===== src/rtl/pwm16_pkg.sv =====
package pwm16_pkg;
  localparam int BYTE_W = 8;
  localparam int LANES  = 2;

  typedef struct packed {
    logic pwm;
    logic wide;
    logic match_en;
  } chan_mode_t;
endpackage


===== src/rtl/pwm16_cmp_reg.sv =====
module pwm16_cmp_reg #(
  parameter int BYTE_W = pwm16_pkg::BYTE_W,
  parameter int LANES  = pwm16_pkg::LANES,
  localparam int CW    = BYTE_W * LANES
) (
  input  logic              clk,
  input  logic              rst_n,
  input  logic [LANES-1:0]  wr_lane,
  input  logic [BYTE_W-1:0] wr_data,
  output logic [CW-1:0]     cmp_q,
  output logic              cmp_en_q
);
  // Byte lanes: each lane has its own clock enable.
  for (genvar g = 0; g < LANES; g++) begin : g_lane
    logic [BYTE_W-1:0] lane_q;
    always_ff @(posedge clk or negedge rst_n) begin
      if (!rst_n)          lane_q <= '0;
      else if (wr_lane[g]) lane_q <= wr_data;
    end
    assign cmp_q[g*BYTE_W +: BYTE_W] = lane_q;
  end

  // Top lane write arms the comparator, any lower lane write disarms it.
  logic en_d, en_ce;
  always_comb begin
    en_ce = |wr_lane;
    en_d  = wr_lane[LANES-1];
  end

  always_ff @(posedge clk or negedge rst_n) begin
    if (!rst_n)     cmp_en_q <= 1'b0;
    else if (en_ce) cmp_en_q <= en_d;
  end
endmodule


===== src/rtl/pwm16_match.sv =====
module pwm16_match #(
  parameter int CW = 16
) (
  input  logic                   cmp_en,
  input  pwm16_pkg::chan_mode_t  mode,
  input  logic [CW-1:0]          count,
  input  logic [CW-1:0]          cmp,
  output logic                   hit
);
  always_comb begin
    hit = cmp_en && mode.pwm && mode.wide && (count == cmp);
  end
endmodule


===== src/rtl/pwm16_out.sv =====
module pwm16_out (
  input  logic clk,
  input  logic rst_n,
  input  logic hit,
  input  logic ovf,
  input  logic flag_arm,
  input  logic flag_clr,
  output logic pwm_q,
  output logic flag_q
);
  logic pwm_d, pwm_ce, flag_d, flag_ce;

  always_comb begin
    // Set from a match outranks clear from overflow.
    pwm_ce  = hit || ovf;
    pwm_d   = hit;
    // Set from a match outranks software clear.
    flag_ce = (hit && flag_arm) || flag_clr;
    flag_d  = hit && flag_arm;
  end

  always_ff @(posedge clk or negedge rst_n) begin
    if (!rst_n)      pwm_q <= 1'b0;
    else if (pwm_ce) pwm_q <= pwm_d;
  end

  always_ff @(posedge clk or negedge rst_n) begin
    if (!rst_n)       flag_q <= 1'b0;
    else if (flag_ce) flag_q <= flag_d;
  end
endmodule


===== src/rtl/pwm16_cmp_chan.sv =====
module pwm16_cmp_chan #(
  parameter int BYTE_W = pwm16_pkg::BYTE_W,
  localparam int LANES = pwm16_pkg::LANES,
  localparam int CW    = BYTE_W * LANES
) (
  input  logic              clk,
  input  logic              rst_n,
  input  logic [CW-1:0]     tb_count,
  input  logic              tb_ovf,
  input  logic              wr_lo,
  input  logic              wr_hi,
  input  logic [BYTE_W-1:0] wr_data,
  input  logic              mode_pwm,
  input  logic              mode_wide,
  input  logic              match_en,
  input  logic              flag_clr,
  output logic              pwm_o,
  output logic              match_flag_o
);
  pwm16_pkg::chan_mode_t mode;
  logic [CW-1:0] cmp_q;
  logic          cmp_en_q;
  logic          hit;
  logic [LANES-1:0] wr_lane;

  always_comb begin
    mode.pwm      = mode_pwm;
    mode.wide     = mode_wide;
    mode.match_en = match_en;
    wr_lane       = {wr_hi, wr_lo};
  end

  pwm16_cmp_reg #(.BYTE_W(BYTE_W), .LANES(LANES)) u_reg (
    .clk      (clk),
    .rst_n    (rst_n),
    .wr_lane  (wr_lane),
    .wr_data  (wr_data),
    .cmp_q    (cmp_q),
    .cmp_en_q (cmp_en_q)
  );

  pwm16_match #(.CW(CW)) u_match (
    .cmp_en (cmp_en_q),
    .mode   (mode),
    .count  (tb_count),
    .cmp    (cmp_q),
    .hit    (hit)
  );

  pwm16_out u_out (
    .clk      (clk),
    .rst_n    (rst_n),
    .hit      (hit),
    .ovf      (tb_ovf),
    .flag_arm (mode.match_en),
    .flag_clr (flag_clr),
    .pwm_q    (pwm_o),
    .flag_q   (match_flag_o)
  );
endmodule


===== config.mk =====
export PLATFORM = sky130hd
export DESIGN_NAME = pwm16_cmp_chan
export DESIGN_NICKNAME = d
export VERILOG_FILES = /design/src/rtl/pwm16_pkg.sv /design/src/rtl/pwm16_cmp_reg.sv /design/src/rtl/pwm16_match.sv /design/src/rtl/pwm16_out.sv /design/src/rtl/pwm16_cmp_chan.sv
export SDC_FILE = /design/constraint.sdc
export NUM_CORES = 1
export LEC_CHECK = 0
export ABC_AREA = 1
export BUFFER_PORTS_ARGS = -buffer_cell sky130_fd_sc_hd__buf_2
export CAP_MARGIN = 10
export CORE_AREA = 8 8 57 59
export CTS_BUF_LIST = sky130_fd_sc_hd__clkbuf_4
export DETAILED_ROUTE_END_ITERATION = 12
export DIE_AREA = 0 0 65 67
export GPL_TIMING_DRIVEN = 0
export PLACE_DENSITY_LB_ADDON = 0.25
export SLEW_MARGIN = 10
export SYNTH_ARGS = -nofsm -noshare
export SYNTH_HDL_FRONTEND = slang
export SYNTH_SLANG_ARGS = --single-unit

===== constraint.sdc =====
create_clock -name clk -period 1.1 [get_ports clk]
set_clock_uncertainty 0.2 [all_clocks]
set_input_delay 0.22 -clock clk [delete_from_list [all_inputs] [get_ports clk]]
set_output_delay 0.22 -clock clk [all_outputs]
set_load 0.1 [all_outputs]

=== Word-level counts from Yosys, hierarchy flattened ===
Index checks and enable logic that the tools add are counted.

* Equal/unequal tests: 1
* Reductions and logical operators: 7

{| class="wikitable"
|+ Operators by type and width
! operator !! number
|-
| $eq 16x16->1 || 1
|-
| $logic_and 1x1->1 || 4
|-
| $logic_or 1x1->1 || 2
|-
| $reduce_or 2->1 || 1
|}

* Bits in registers: 19
* Input bits: 33
* Output and inout bits: 2
* Logic and storage cells: 13

=== Depth between registers and ports, before layout ===
* Depth in word-level cells: 5
* Gate-level depth with buffers: 8

=== Modules after synthesis ===
From an unflattened synthesis, not the netlist that was laid out.

* Cells, all modules: 146
* Area, all modules: 1013.5 sq um

{| class="wikitable"
|+ By module, submodules not included
! module !! area each (sq um) !! cells each !! times used
|-
| pwm16_cmp_reg || 643.1 || 71 || 1
|-
| pwm16_match || 290.3 || 65 || 1
|-
| pwm16_out || 80.1 || 10 || 1
|}

=== Least setup slack after synthesis ===
OpenSTA, ideal clock, no wires.

* Kind: reg2reg
* Start point: reg, netlist name u_out.pwm_q
* End point: reg u_out.pwm_q
* Data required time: 0.825 ns
* Cell stages (with the launch flop): 3
* Data arrival time: 1.143 ns
* Period minus slack after synthesis: 1.418 ns
* Path buffers: 0
* Path slack: -0.318 ns
* Setup time: 0.075 ns
* Cells stage by stage: dfrtp_1 inv_1 o21ai_2

{| class="wikitable"
|+ RTL lines
! element !! line !! RTL
|-
| end signal, assigned || pwm16_out.sv:24 || <nowiki>else if (pwm_ce) pwm_q <= pwm_d;</nowiki>
|-
| end, declared || pwm16_out.sv:8 || <nowiki>output logic pwm_q,</nowiki>
|}

=== Worst setup path in the final report ===
* Start point: reg u_out.pwm_q
* End point: out pwm_o

{| class="wikitable"
|+ RTL lines
! element !! line !! RTL
|-
| end, declared || pwm16_cmp_chan.sv:17 || <nowiki>output logic pwm_o,</nowiki>
|}

No word-level cell between the ends.

==> metrics.txt <==
TritonRoute pass-1 iters 2; clock-pin slew on the worst setup and hold paths 110 ps; peak supply drop 845.3 uV; Syn Inst Count 121; Min-Delay Path Class in -> reg; reg2reg start u_reg.g_lane[1].lane_q[2]$_DFFE_PN0P_; first-pass GRT wire length 3.850 mm; Worst-Margin Slew 409.3 ps; drt total wl 2.385 mm; Final WS setup -297.0 ps; commonest cells after routing, fill and taps aside 38 x nand2_1, 34 x buf_2, 19 x inv_1; final design utilization 59.84%; diode count 0; met1 Use GR 13.02%; crit path kind reg -> out; Reg area 480.5 um^2; Tcrit/Tclk final 127.0%; Clock Tree Root clkbuf_4; worst path required time 680 ps; Vias/cell 4.465; Worst Hold Launch wr_data[5]; crit path launch type flip-flop; GR peak layer met2; failing checks negative hold slack, negative setup slack; Slowest cell on crit path dfrtp_4; CP cell instances buf_12; layout cells sized above 1 36.05%; final hold violation count 5; met3 Use GR 2.349%; crit-path leading delay family flip-flops; TritonCTS clock tree built; synthesized net count 154; Chip Height 67 um; I/O pin count 35; fin. max-slew vios 0; largest area contributor in the netlist dfrtp_1; DRC violations left 0; Max Cap Viol 0; filler cell count 224; total grt overflow 0; grt met2 use 19.13%; CTS H-tree depth 1; Critical Path Start u_out.pwm_q$_DFFE_PN0P_; Num CTS Buffers 3; clk sink count 19; CP max stage delay 500 ps; endpoints failing setup 9; Bufs and invs on worst path 1; Worst-Skew Late Latency 300 ps; pin count of the biggest net entering global routing 20; Initial Utilization 42.28%; Static Leak 0.7431 nW; DR iter-0 viols 22; RSZ-0062 raised after global routing yes; GR Util All Layers 11.32%; synthesized area per cell 8.262 um^2; commonest non-fill, non-tap cell in the layout nand2_1; Multi-input gate area 461.7 um^2; top cell type's share of synthesized area 47.56%; YS warnings 0; core area 2365 um^2; Power Dens Cells 1064 nW/um^2; Port Buffers 34; #FFs+latches synth 19; fin crit period 1397 ps; slew margin rel. 72.71%; Final HPWL DP 1.825 mm; Critical Path AT 980 ps; Rows 18; DIE AREA 4355 um^2; vias in the first global route 945; status complete, but fails checks; fmax 715.8 MHz; GP Congestion 0.7390; nets@finish 206; worst-case clock buffer depth 2; Die Width 65 um; antenna violations before repair 0; Final ANT Viol Nets 0; WL/cell 11.81 um; Worst Path Max Fanout 2; top post-synthesis cells by area dfrtp_1 48%, nand2_1 15%, inv_1 7.5%, mux2_1 5.6%, xnor2_1 5.3%; Post-Layout Cell Count 202; hold_ws -48.62 ps; area grow syn2layout 41.55%; synth unique cells 20; Post-Syn Area 999.7 um^2; DP Cell Count 185; sequential area share after synthesis 47.56%; Crit. End Element primary output; via count 902
## repair_timing
item | 4_1_cts | 5_1_grt
pin swaps | 0 | 11
gates resized for setup | 6 | 9
hold buffers | 12 | 5
endpoints found under the hold margin | 37 | 12
endpoints found under the setup margin | 4 | 10
gates cloned | 0 | 0
buffers inserted | 0 | 2
## synthesized netlist by cell type (all sizes together)
library cell / number
xor2: 1
nand4: 1
o21bai: 1
inv: 21
mux2: 7
nand3: 3
o21ai: 10
xnor2: 6
nand2: 41
dfrtp: 19
or2: 1
nor2: 8
buf: 2
## per-layer routing
layer | wire (um) | vias up
met5 | 0 | -
met4 | 48 | 0
met3 | 83 | 5
met2 | 1197 | 19
met1 | 1055 | 408
li1 | - | 470
## cells by family (layout without fill, tap and decap cells)
logic type             after synthesis  in the layout  share of synthesized area, %
multiplexers                         7              7                         7.884
flip-flops                          19             19                         47.56
AND/OR/NAND/NOR                     54             54                         23.40
XOR/XNOR                             7              7                         6.133
buffers and inverters               23             74                         8.886
AO/OA/AOI/OAI                       11             11                         6.133
## through the flow
stage	cell area (um^2)	hold slack [ps]	setup TNS, ps	setup WS [ps]	power [mW]
floorplan	1005	-275.6	-58.09	-35.90	0.9655
global placement	1212	-15.25	-809.1	-146.3	1.071
CTS	1384	-57.31	-1233	-306.2	1.497
global route	1415	-49.59	-1472	-331.3	1.591
finish	1415	-48.62	-1148	-297.0	1.506
detailed placement	1212	-21.03	-898.3	-161.8	1.086
## report_power, final
| part | switching (mW) | internal [mW] |
|---|---|---|
| registers | 0.0344 | 0.756 |
| logic | 0.163 | 0.173 |
| clock network | 0.214 | 0.166 |
## state kept, by name, summed over array words and instances, names as in the netlist
register and cells:
u_reg.cmp_en_q 1, u_out.pwm_q 1, u_reg.g_lane.lane_q 16, u_out.flag_q 1
## final cells by class
type | instances | area share [%]
clock buffers | 4 | 2.122
multi-input cells | 79 | 32.63
inverters | 21 | 5.570
well taps | 30 | 2.653
flip-flops and latches | 19 | 33.95
plain buffers | 2 | 0.7073
repair buffers | 47 | 22.37
## final timing paths
check | end | slack, ps | cells after the start
max | pwm_o | -300 | 1
min | u_reg.g_lane[0].lane_q[5]$_DFFE_PN0P_ | -50 | 2
max reg2reg | u_out.flag_q$_DFFE_PN0P_ | -170 | 8
min reg2reg | u_out.flag_q$_DFFE_PN0P_ | 310 | 2
max in group asynchronous | u_out.pwm_q$_DFFE_PN0P_ | 210 | 2
min in group asynchronous | u_reg.g_lane[0].lane_q[2]$_DFFE_PN0P_ | 170 | 2
Note: power is estimated with default switching activity, not from simulation.
